### src/rtl/pw_pkg.sv
package pw_pkg;
   typedef enum logic [2:0] {
      ST_IDLE,
      ST_ISSUE,
      ST_WAIT,
      ST_WRITE,
      ST_RESP
   } walk_st_e;

   localparam logic [1:0] ACC_LOAD  = 2'b00;
   localparam logic [1:0] ACC_STORE = 2'b01;
   localparam logic [1:0] ACC_FETCH = 2'b10;

   localparam logic [1:0] PERM_RO   = 2'b00;
   localparam logic [1:0] PERM_EX   = 2'b01;
   localparam logic [1:0] PERM_RW   = 2'b10;
endpackage

### src/rtl/pw_index_sel.sv
module pw_index_sel #(
   parameter int LEVELS = 3,
   parameter int IDX_W  = 3,
   localparam int VPN_W = LEVELS * IDX_W,
   localparam int LVL_W = $clog2(LEVELS)
) (
   input  logic [VPN_W-1:0] vpn,
   input  logic [LVL_W-1:0] level,
   output logic [IDX_W-1:0] idx
);
   logic [IDX_W-1:0] slices [LEVELS];

   for (genvar g = 0; g < LEVELS; g++) begin : g_slice
      assign slices[g] = vpn[VPN_W-1-g*IDX_W -: IDX_W];
   end

   always_comb begin
      idx = slices[0];
      for (int i = 1; i < LEVELS; i++) begin
         if (level == LVL_W'(i)) idx = slices[i];
      end
   end
endmodule

### src/rtl/pw_pte_eval.sv
module pw_pte_eval
   import pw_pkg::*;
#(
   parameter int PPN_W = 8,
   localparam int PTE_W = PPN_W + 5
) (
   input  logic [PTE_W-1:0] pte,
   input  logic [1:0]       kind,
   output logic             present,
   output logic [PPN_W-1:0] ppn,
   output logic             allowed,
   output logic [PTE_W-1:0] upd,
   output logic             upd_needed
);
   localparam int B_VAL  = PPN_W;
   localparam int B_REF  = PPN_W + 1;
   localparam int B_DRT  = PPN_W + 2;
   localparam int B_PERM = PPN_W + 3;

   logic [1:0] perm;

   assign present = pte[B_VAL];
   assign ppn     = pte[PPN_W-1:0];
   assign perm    = pte[B_PERM +: 2];

   always_comb begin
      unique case (kind)
         ACC_LOAD:  allowed = (perm == PERM_RO) || (perm == PERM_RW);
         ACC_STORE: allowed = (perm == PERM_RW);
         ACC_FETCH: allowed = (perm == PERM_EX);
         default:   allowed = 1'b0;
      endcase
   end

   always_comb begin
      upd        = pte;
      upd[B_REF] = 1'b1;
      if (kind == ACC_STORE) upd[B_DRT] = 1'b1;
      upd_needed = (upd != pte);
   end
endmodule

### src/rtl/pt_walker.sv
module pt_walker
   import pw_pkg::*;
#(
   parameter int LEVELS = 3,
   parameter int IDX_W  = 3,
   parameter int PPN_W  = 8,
   localparam int VPN_W  = LEVELS * IDX_W,
   localparam int ADDR_W = PPN_W + IDX_W,
   localparam int PTE_W  = PPN_W + 5
) (
   input  logic              clk,
   input  logic              rst_n,
   input  logic              req_valid,
   input  logic [VPN_W-1:0]  req_vpn,
   input  logic [1:0]        req_kind,
   input  logic              req_bottom_up,
   input  logic [PPN_W-1:0]  root_ppn,
   input  logic [ADDR_W-1:0] lin_base,
   output logic              busy,
   output logic              mem_req,
   output logic              mem_we,
   output logic [ADDR_W-1:0] mem_addr,
   output logic [PTE_W-1:0]  mem_wdata,
   input  logic              mem_rvalid,
   input  logic [PTE_W-1:0]  mem_rdata,
   output logic              done,
   output logic [PPN_W-1:0]  resp_ppn,
   output logic              resp_page_fault,
   output logic              resp_prot_fault
);
   localparam int LVL_W = $clog2(LEVELS);
   localparam logic [LVL_W-1:0] LAST_LVL = LVL_W'(LEVELS - 1);

   if (LEVELS < 2 || LEVELS > 4) begin : g_bad_levels
      $error("pt_walker: LEVELS must lie in 2..4");
   end
   if (IDX_W < 1 || PPN_W < 1) begin : g_bad_width
      $error("pt_walker: IDX_W and PPN_W must be positive");
   end

   walk_st_e          st_q;
   logic [VPN_W-1:0]  vpn_q;
   logic [1:0]        kind_q;
   logic              bu_q;
   logic [ADDR_W-1:0] lin_q;
   logic [PPN_W-1:0]  root_q;
   logic [PPN_W-1:0]  tbl_q;
   logic [LVL_W-1:0]  lvl_q;
   logic [ADDR_W-1:0] wb_addr_q;
   logic [PTE_W-1:0]  wb_data_q;
   logic [PPN_W-1:0]  ppn_q;
   logic              pf_q;
   logic              xf_q;

   logic [IDX_W-1:0]  lvl_idx;
   logic [ADDR_W-1:0] walk_addr;
   logic              ent_present;
   logic [PPN_W-1:0]  ent_ppn;
   logic              ent_allowed;
   logic [PTE_W-1:0]  ent_upd;
   logic              ent_upd_needed;

   pw_index_sel #(.LEVELS(LEVELS), .IDX_W(IDX_W)) u_idx (
      .vpn   (vpn_q),
      .level (lvl_q),
      .idx   (lvl_idx)
   );

   pw_pte_eval #(.PPN_W(PPN_W)) u_eval (
      .pte        (mem_rdata),
      .kind       (kind_q),
      .present    (ent_present),
      .ppn        (ent_ppn),
      .allowed    (ent_allowed),
      .upd        (ent_upd),
      .upd_needed (ent_upd_needed)
   );

   assign walk_addr = bu_q ? (lin_q + ADDR_W'(vpn_q)) : {tbl_q, lvl_idx};

   assign busy      = (st_q != ST_IDLE);
   assign mem_req   = (st_q == ST_ISSUE) || (st_q == ST_WRITE);
   assign mem_we    = (st_q == ST_WRITE);
   assign mem_addr  = (st_q == ST_WRITE) ? wb_addr_q : walk_addr;
   assign mem_wdata = wb_data_q;
   assign done      = (st_q == ST_RESP);
   assign resp_ppn        = ppn_q;
   assign resp_page_fault = pf_q;
   assign resp_prot_fault = xf_q;

   always_ff @(posedge clk or negedge rst_n) begin
      if (!rst_n) begin
         st_q      <= ST_IDLE;
         vpn_q     <= '0;
         kind_q    <= '0;
         bu_q      <= 1'b0;
         lin_q     <= '0;
         root_q    <= '0;
         tbl_q     <= '0;
         lvl_q     <= '0;
         wb_addr_q <= '0;
         wb_data_q <= '0;
         ppn_q     <= '0;
         pf_q      <= 1'b0;
         xf_q      <= 1'b0;
      end else begin
         unique case (st_q)
            ST_IDLE: begin
               if (req_valid) begin
                  vpn_q  <= req_vpn;
                  kind_q <= req_kind;
                  bu_q   <= req_bottom_up;
                  lin_q  <= lin_base;
                  root_q <= root_ppn;
                  tbl_q  <= root_ppn;
                  lvl_q  <= '0;
                  ppn_q  <= '0;
                  pf_q   <= 1'b0;
                  xf_q   <= 1'b0;
                  st_q   <= ST_ISSUE;
               end
            end
            ST_ISSUE: st_q <= ST_WAIT;
            ST_WAIT: begin
               if (mem_rvalid) begin
                  if (bu_q && !ent_present) begin
                     bu_q  <= 1'b0;
                     tbl_q <= root_q;
                     lvl_q <= '0;
                     st_q  <= ST_ISSUE;
                  end else if (!ent_present) begin
                     pf_q <= 1'b1;
                     st_q <= ST_RESP;
                  end else if (!bu_q && lvl_q != LAST_LVL) begin
                     tbl_q <= ent_ppn;
                     lvl_q <= lvl_q + LVL_W'(1);
                     st_q  <= ST_ISSUE;
                  end else if (!ent_allowed) begin
                     xf_q <= 1'b1;
                     st_q <= ST_RESP;
                  end else begin
                     ppn_q <= ent_ppn;
                     if (ent_upd_needed) begin
                        wb_addr_q <= walk_addr;
                        wb_data_q <= ent_upd;
                        st_q      <= ST_WRITE;
                     end else begin
                        st_q <= ST_RESP;
                     end
                  end
               end
            end
            ST_WRITE: st_q <= ST_RESP;
            ST_RESP:  st_q <= ST_IDLE;
            default:  st_q <= ST_IDLE;
         endcase
      end
   end
endmodule

### config.mk
export PLATFORM = sky130hd
export DESIGN_NAME = pt_walker
export DESIGN_NICKNAME = d
export VERILOG_FILES = /design/src/rtl/pw_pkg.sv /design/src/rtl/pw_index_sel.sv /design/src/rtl/pw_pte_eval.sv /design/src/rtl/pt_walker.sv
export SDC_FILE = /design/constraint.sdc
export NUM_CORES = 1
export LEC_CHECK = 0
export BUFFER_PORTS_ARGS = -buffer_cell sky130_fd_sc_hd__buf_2
export CORE_MARGIN = 5
export CORE_UTILIZATION = 55
export DETAILED_ROUTE_END_ITERATION = 10
export HOLD_SLACK_MARGIN = 0.02
export PLACE_DENSITY = 0.8
export SLEW_MARGIN = 10
export SYNTH_ARGS = -nofsm -noshare
export SYNTH_HDL_FRONTEND = slang
export SYNTH_SLANG_ARGS = --single-unit
export TNS_END_PERCENT = 5
### constraint.sdc
create_clock -name clk -period 2.54 [get_ports clk]
set_input_delay 0.127 -clock clk [delete_from_list [all_inputs] [get_ports clk]]
set_output_delay 0.127 -clock clk [all_outputs]
set_load 0.05 [all_outputs]
# Yosys cells after proc, flatten, opt, wreduce, memory -nomap -nowiden
# Cells that the tools add are included.
[word_totals] register_bits=78 latchBits=0 mem_bits_rw=0 rom_bits=0 in_bits=48 output_inout_bits=38 wordCells=107 mem_count=0
[op_classes] addsub=2 n_mul=0 div_mod_pow=0 n_lt_le_gt_ge=0 eq_ne=23 n_shift=0 muxes=48 bitwise=2 reduce_logical=19
[ops] op="8-bit 2-to-1 mux" count=11
[ops] op="8-bit one-hot mux with 2 select lines" count=2
[ops] op="3-bit 2-to-1 mux" count=9
[ops] op="11-bit 2-to-1 mux" count=2
[ops] op="7-bit AND reduction" count=3
[ops] op="2-bit inequality test (second input constant)" count=10
[ops] op="1-bit 2-to-1 mux" count=13
[ops] op="3-bit one-hot mux with 4 select lines" count=1
[ops] op="11-bit by 9-bit adder with 11-bit output" count=1
[ops] op="2-bit 2-to-1 mux" count=5
[ops] op="5-bit AND reduction" count=2
[ops] op="2-bit by 1-bit == test with 1-bit output (second input constant)" count=3
[ops] op="2-bit == test (second input constant)" count=3
[ops] op="3-bit by 2-bit == test with 1-bit output (second input constant)" count=2
[ops] op="3-bit inequality test (second input constant)" count=2
[ops] op="1-bit one-hot mux with 2 select lines" count=3
[ops] op="2-bit logical NOT" count=2
[ops] op="2-bit one-hot mux with 2 select lines" count=1
[ops] op="2-bit AND reduction" count=2
[ops] op="4-bit AND reduction" count=1
[ops] op="3-bit by 1-bit == test with 1-bit output (second input constant)" count=1
[ops] op="3-bit == test (second input constant)" count=1
[ops] op="3-bit logical NOT" count=1
[ops] op="1-bit one-hot mux with 3 select lines" count=1
[ops] op="8 further kinds" count=12

# Longest topological paths before layout
# Gate-level depths: netlist of run 1.
[logic_depth] word_depth=10 depth_mapped=7 ltp_nobuf=7

# Hierarchy
# A second synthesis of run 1 with hierarchy kept.
[hier_totals] hier_cells=407 area_unflattened_um2=4305.4
[modules_own_cells] module="pt_walker" n_inst=1 cells_each=369 area_each_um2=3995.1 seq_area_each_um2=1951.9
[modules_own_cells] module="pw_pte_eval" n_inst=1 cells_each=28 area_each_um2=209.0 seq_area_each_um2=0.0
[modules_own_cells] module="pw_index_sel" n_inst=1 cells_each=10 area_each_um2=101.3 seq_area_each_um2=0.0

# Least setup slack after synthesis of run 1
# No wires, ideal clock.
[synth_path] path_type="register to output" start="register lin_q[0]" end="output mem_addr[8]" t_arrival_ns=2.862 t_required_ns=2.413 slack_ns=-0.449 stages_incl_launch_ff=8 n_path_buf=0 cell_sequence="dfrtp_1 > ha_1 > fa_1 > a21o_1 > a311oi_1 > o211ai_1 > a21o_1 > a31oi_1"
[synth_via] elab_chain_cells=3
[synth_rtl] item="from (decl)" line="pt_walker.sv:45" text="logic [ADDR_W-1:0] lin_q;"
[synth_rtl] item="from (signal assigned)" line="pt_walker.sv:113" text="lin_q <= lin_base;"
[synth_rtl] item="11-bit by 9-bit adder with 11-bit output" line="pt_walker.sv:79" text="assign walk_addr = bu_q ? (lin_q + ADDR_W'(vpn_q)) : {tbl_q, lvl_idx};"
[synth_rtl] item="11-bit 2-to-1 mux" line="pt_walker.sv:79"
[synth_rtl] item="11-bit 2-to-1 mux" line="pt_walker.sv:84" text="assign mem_addr = (st_q == ST_WRITE) ? wb_addr_q : walk_addr;"
[synth_rtl] item="to (decl)" line="pt_walker.sv:22" text="output logic [ADDR_W-1:0] mem_addr,"
# No other way between the ends.

# Final worst setup path of run 1
[layout_path] start="register lin_q[0]" end="output mem_addr[6]"
# Same word-level chain as after synthesis.

==> results of run 1 <==
-- per-stage QoR --
| step | setup TNS, ns | setup WS [ns] | hold WS [ns] |
|---|---|---|---|
| 4_1_cts | -1.07 | -0.227 | 0.0211 |
| 6_report | -1.14 | -0.247 | 0.0331 |
| 3_3_place_gp | 0 | 0.0107 | 0.332 |
| 2_1_floorplan | -0.129 | -0.129 | -0.169 |
| 5_1_grt | -2.52 | -0.340 | 0.0314 |
| 3_5_place_dp | -0.0687 | -0.0369 | 0.334 |
-- layout by cell type, fill, tap and decap left out, drive strengths merged, types with 6 or more instances in the layout --
cell type    instances
a21o                 6
nor2                28
mux2i               19
a21oi               23
dfrtp               77
clkbuf               9
buf                102
mux2                51
a211oi               6
nand2               23
o21ai               24
a31oi                8
ha                  11
a22o                 8
inv                 15
dlygate4sd3         38
-- state kept, by name, indices dropped and copies added, names as in the netlist, 2 cells and up --
register	count
lvl_q	2
tbl_q	8
wb_addr_q	11
kind_q	2
root_q	8
st_q	3
mem_wdata	12
lin_q	11
resp_ppn	8
vpn_q	9
-- metal layers --
metal | vias up | GRT usage | part of all wire
met5 | - | 0 | 0
met4 | 0 | 0.0995 | 0.022
met3 | 22 | 0.0344 | 0.050
met2 | 112 | 0.370 | 0.49
met1 | 1625 | 0.307 | 0.44
li1 | 1616 | - | -
-- kinds of logic (layout without fill, tap and decap cells) --
logic type               after synthesis  in the layout
AO/OA/AOI/OAI                         92             92
AND/OR/NAND/NOR                       86             86
flip-flops                            77             77
multiplexers                          70             70
buffers and inverters                 33            171
adder cells (fa/ha/maj)               12             12
XOR/XNOR                               2              2
-- worst reg2reg max path: cells and delay by family (launching register included) --
kind                     cells  cell delay, ns
AO/OA/AOI/OAI                3            1.48
flip-flops                   1            0.40
adder cells (fa/ha/maj)      1            0.31
AND/OR/NAND/NOR              1            0.16
buffers and inverters        1            0.06
-- path summary, 6_finish.rpt --
check,endpoint,slack [ns],cells after the start
max in group asynchronous,vpn_q[6],1.42,2
setup / recovery,mem_addr[6],-0.25,9
hold reg to reg,mem_wdata[9],0.48,1
min in group asynchronous,vpn_q[7],0.44,2
hold / removal,resp_ppn[6],0.03,2
setup reg to reg,resp_ppn[4],0.07,6
-- cell type report --
cell class	instances	area share
well taps	99	0.0230
clock inverters	7	0.0186
multi-input cells	262	0.381
repair buffers	140	0.186
inverters	15	0.0105
flip-flops and latches	77	0.358
clock buffers	9	0.0230
-- power by group through the flow --
stage                     clock [uW]  sequential (uW)  combinational, uW
after CTS                       1040             2080               4610
after floorplan                    0             2220               3130
after detailed placement           0             2100               4320
final                           1020             2080               4790
after global placement             0             2060               4220
after global routing            1100             2140               5150
-- what timing repair did --
item,4_1_cts,5_1_grt
buffers inserted,3,0
cloned,0,0
hold buffers,37,1
hold endpoints to repair,117,1
gates resized for setup,15,8
pin swaps,4,7
setup endpoints to repair,7,15
==> out/metrics.yaml, run 1 <==
run_status:
  status: "finished, violations left"
  violations: "negative setup slack"
yosys:
  synth_top_cell_by_area: "dfrtp_1"
  netlist_instances: 372
  synthTopCellsByArea: "dfrtp_1 47%, mux2_2 14%, mux2i_1 4.6%, ha_1 3.4%, a21oi_1 2.8%"
  syn_area_sq_um: 4090
  synthFlopType: "dfrtp_1"
  synthAdderAreaFrac: 0.0385
  yosys_warnings: 0
  synth-compound-area-share: 0.147
  muxShareOfSynthArea: 0.187
  ys_async_sr_fraction: 1.00
  ys_types: 53
  netlist.area_leader.share: 0.471
  yosysMostFrequentCell: "dfrtp_1"
  ys_seq_area_frac: 0.471
  yosys.area_share.simple: 0.108
  postSynthAreaPerCell_sq_um: 11.0
  synth_top_family_by_area: "multiplexers"
  synthTopCellsByCount: "77 x dfrtp_1, 50 x mux2_2, 26 x nor2_1"
  ys_ff_latch: 77
  synth_nets: 432
  synthXorXnorAreaFrac: 0.00428
  synth_edf_count: 0
pwr:
  power.density_nw_per_um2: 1470
  vdd_ir_drop_max_mv: 0.675
  seq_power_share: 0.264
  finalPower_uw: 7890
  pwr-share-clk: 0.130
  p_switching_uw: 3710
  pwr-share-comb: 0.606
  p_leak_uw: 0.00254
  sw_frac_of_total: 0.470
  internal-power_uw: 4180
clocking:
  clk_latency_ns: 0.36
  cts_tree: "done"
  clock_sinks: 77
  cts-root-buf: "clkbuf_8"
  cts_buffers: 9
  clock_tree.buffer_depth: 2
  clkTransAtPathRegs_ns: 0.08
  htree_levels: 3
die:
  dieArea_sq_um: 9270
  start_util: 0.564
  ios: 86
  fp.dieW_um: 96.3
  die_h_um: 96.3
  num_rows: 31
  core_area_sq_um: 7250
sta:
  drv_slew: 0
  min_period_over_period: 1.10
  hold_viol: 0
  fmax_ghz: 0.359
  setup_viol: 5
  clock_skew_ns: 0.0112
  grt_setup_unrepaired: "yes"
  max_slew.worst_pin.slew_ns: 0.976
  fin_ws_ns: -0.247
  maxSlewHeadroom: 0.350
  min_period_ns: 2.79
final_layout:
  drive_above_1_share: 0.371
  nets: 565
  fin_cells: 609
  antenna_cells: 0
  multi_input_area_sq_um: 2050
  final_util: 0.742
  register_area_sq_um: 1930
  syn2layout_area_growth_pct: 31.5
  post-route-cell-area_sq_um: 5380
  fill_cells: 494
placement:
  port_buffers: 85
  dp_cells: 552
  dp_hpwl_um: 6880
  dpl_cell_area_sq_um: 4660
  gp_congestion: 0.839
worst_setup_path:
  cp-end-kind: "output pin"
  critical_path.startpoint: "lin_q[0]"
  path_max_fanout: 6
  crit_slowest_cell: "dfrtp_1"
  cp_slowest_stage_delay_ns: 0.39
  r2r-start: "lvl_q[0]"
  path_buf_inv: 2
  worst_setup_path_start_kind: "flip-flop"
  cp_top_family: "compound AO/OA/AOI/OAI gates"
  crit_type: "reg2out"
  crit_chain: "ha_2 > fa_2 > a21o_1 > a311oi_1 > buf_4 > or3_1 > a31oi_2 > mux2_4 > buf_8"
  crit_required_ns: 2.41
  arrival_ns: 2.66
route:
  routedWlPerCell_um: 16.2
  via_count: 3375
  drc_errors: 0
  dr.pass1.iters: 4
  routed_wirelength_um: 9840
  drtIter0Drc: 209
  ant_nets: 0
  vias_per_cell: 5.54
worst_hold_path:
  hp-start: "mem_rdata[6]"
  hold_path_class: "in2reg"
grt:
  grt_overflow_total: 0
  grt.total_usage: 0.230
  antenna_found_initial: 0
  grt_pass1_wl_um: 16300
  grt_max_degree: 78
  grt_pass1_vias: 3403
job:
  maxCapViolCount: 0
Note: power is estimated with default switching activity, not from simulation.
==> run 2: changes to the inputs <==
CORE_UTILIZATION = 40   (was 55)
PLACE_DENSITY = default   (was 0.8)
==> run 2 against run 1 <==
Against the previous run: the flow still finishes with violations (negative setup slack); register-to-register slack gained 0.22 ns; total power shrank 0.40%; critical path depth is the same; largest cell class unchanged; critical endpoint is now mem_addr[8]; non-clock buffer count grew 3; wire length grew 2.7%; clock power shrank 5%; sequential power is essentially flat; via count shrank 2.6%.
==> out/metrics.yaml, run 2 (synthesis results as in run 1) <==
worst_setup_path:
  crit_chain: "ha_2 > fa_2 > a21o_1 > a311oi_2 > buf_4 > o211ai_1 > a21o_1 > a31oi_2 > buf_6"
  arrival_ns: 2.63  # -0.03 ns
  worst_setup_path_start_kind: "flip-flop"
  crit_type: "reg2out"
  path_max_fanout: 6  # unchanged
  cp_slowest_stage_delay_ns: 0.39  # about the same
  crit_slowest_cell: "dfrtp_1"
  cp_top_family: "compound AO/OA/AOI/OAI gates"
  crit_required_ns: 2.41  # about the same
  cp-end-kind: "output pin"
  crit_top_cell: "a21o_1"
  path_buf_inv: 2  # unchanged
final_layout:
  final_util: 0.538  # -0.204
  drive_above_1_share: 0.382  # +0.0115
  antenna_cells: 0  # unchanged
  nets: 568  # +0.53%
  most-common-layout-cells: "77 x dfrtp_1, 77 x buf_2, 48 x mux2_2"
  syn2layout_area_growth_pct: 33.2
  largest_reg_flops: 12  # unchanged
sta:
  setup_viol: 5  # unchanged
  fmax_ghz: 0.363  # +1.2%
  maxSlewHeadroom: 0.358  # +0.00869
  drv_slew: 0  # unchanged
  min_period_over_period: 1.08  # -0.0127
  fin_ws_ns: -0.214  # +0.0322 ns
  hold_viol: 0  # unchanged
  grt_setup_unrepaired: "yes"
  max_slew.worst_pin.slew_ns: 0.963  # -0.0130 ns
  min_period_ns: 2.75  # -0.0322 ns
  clock_skew_ns: 0.0133  # +0.00203 ns
route:
  vias_per_cell: 5.06  # -8.6%
  drtIter0Drc: 146  # -30%
  dr.pass1.iters: 4  # unchanged
  via_count: 3287  # -2.6%
  routedWlPerCell_um: 15.6  # -3.6%
  ant_nets: 0  # unchanged
  drc_errors: 0  # unchanged
  routed_wirelength_um: 10100  # +2.7%
job:
  maxCapViolCount: 0  # unchanged
clocking:
  htree_levels: 3  # unchanged
  cts_buffers: 9  # unchanged
  clk_latency_ns: 0.36  # about the same
  clock_sinks: 77  # unchanged
  clock_tree.buffer_depth: 2  # unchanged
  cts-root-buf: "clkbuf_8"
  clkTransAtPathRegs_ns: 0.09  # about the same
  cts_tree: "done"
die:
  die_h_um: 111  # +15%
  dieArea_sq_um: 12400  # +33%
  ios: 86  # unchanged
  fp.dieW_um: 111  # +15%
  num_rows: 37  # +19%
  core_area_sq_um: 10100  # +40%
  start_util: 0.404  # -0.161
worst_hold_path:
  hold_path_class: "in2reg"
grt:
  grt_pass1_wl_um: 17100  # +5.1%
  grt.total_usage: 0.170  # -0.0592
  grt_max_degree: 78  # unchanged
  grt_pass1_vias: 3410  # +0.21%
  antenna_found_initial: 0  # unchanged
  grt_overflow_total: 0  # unchanged
placement:
  gp_congestion: 0.825  # -1.7%
  port_buffers: 85  # unchanged
  dp_hpwl_um: 7170  # +4.2%
run_status:
  status: "finished, violations left"
  violations: "negative setup slack"
pwr:
  power.density_nw_per_um2: 1440  # -1.7%
  finalPower_uw: 7860  # -0.40%
  vdd_ir_drop_max_mv: 0.683  # +1.2%
  p_leak_uw: 0.00254  # +0.10%
[run 2: changes by cell type in the layout (fill, tap and decap cells not counted), moves of 2 or more]
cell | previous run | this run
inv_6 | 0 | 4
buf_4 | 18 | 21
clkinv_4 | 4 | 1
ha_1 | 10 | 7
a31oi_1 | 3 | 5
dlygate4sd3_1 | 38 | 40
ha_4 | 0 | 2
[run 2: worst register-to-register path, stage by stage, from the launching register on]
cell and delay [ns]:
dfrtp_1 0.42, inv_1 0.07, ha_1 0.37, o21ai_1 0.14, nor4_1 0.44, a21oi_1 0.37
a22o_1 0.34
[run 2: path summary, 6_finish.rpt]
kind                           endpoint  depth (start not counted)  slack (ns)       start
min in group asynchronous  mem_wdata[0]                          2        0.46       rst_n
setup reg to reg            resp_ppn[3]                          6        0.29    lvl_q[0]
max in group asynchronous      lin_q[4]                          2        1.46       rst_n
hold / removal                  st_q[2]                          3        0.05  mem_rvalid
setup / recovery            mem_addr[8]                          9       -0.21    vpn_q[0]
hold reg to reg                tbl_q[6]                          2        0.49    tbl_q[6]
[run 2: cell type report]
cell class / count / area, sq um
fillers: 933 / 4690
clock inverters: 7 / 78.8
clock buffers: 9 / 124
repair buffers: 143 / 1020
multi-input cells: 262 / 2080
inverters: 15 / 56.3
well taps: 136 / 170
flip-flops and latches: 77 / 1930
[run 2: metal layers]
| layer | global-route usage | up-vias | part of all wire |
|---|---|---|---|
| met1 | 0.220 | 1584 | 0.46 |
| met4 | 0.0519 | 0 | 0.018 |
| met3 | 0.0415 | 12 | 0.043 |
| li1 | - | 1614 | - |
| met2 | 0.283 | 77 | 0.48 |
| met5 | 0 | - | 0 |
[run 2: metrics by stage]
stage / setup WS (ns) / TNS (ns) / instances / hold WS [ns] / cell area, sq um
global placement: -0.0164 / -0.0198 / 591 / 0.340 / 4710
CTS: -0.221 / -0.910 / 649 / 0.0274 / 5420
detailed placement: -0.0996 / -0.203 / 591 / 0.345 / 4710
finish: -0.214 / -0.758 / 649 / 0.0465 / 5450
floorplan: -0.129 / -0.129 / 372 / -0.169 / 4110
global route: -0.336 / -1.41 / 649 / 0.0393 / 5450
[run 2: power breakdown]
part / leakage [uW] / total [uW] / switching [uW] / internal [uW]
Combinational: 0.00148 / 4800 / 2830 / 1970
Clock: 0.000105 / 967 / 499 / 468
Sequential: 0.000956 / 2100 / 391 / 1710
Total: 0.00254 / 7860 / 3720 / 4140
[run 2: what timing repair did]
action / 4_1_cts / 5_1_grt
pin swaps: 9 / 6
resized for setup: 23 / 7
hold endpoints to repair: 122 / 0
hold buffers: 40 / 0
setup endpoints to repair: 7 / 9
cloned: 0 / 0
setup buffers: 2 / 0
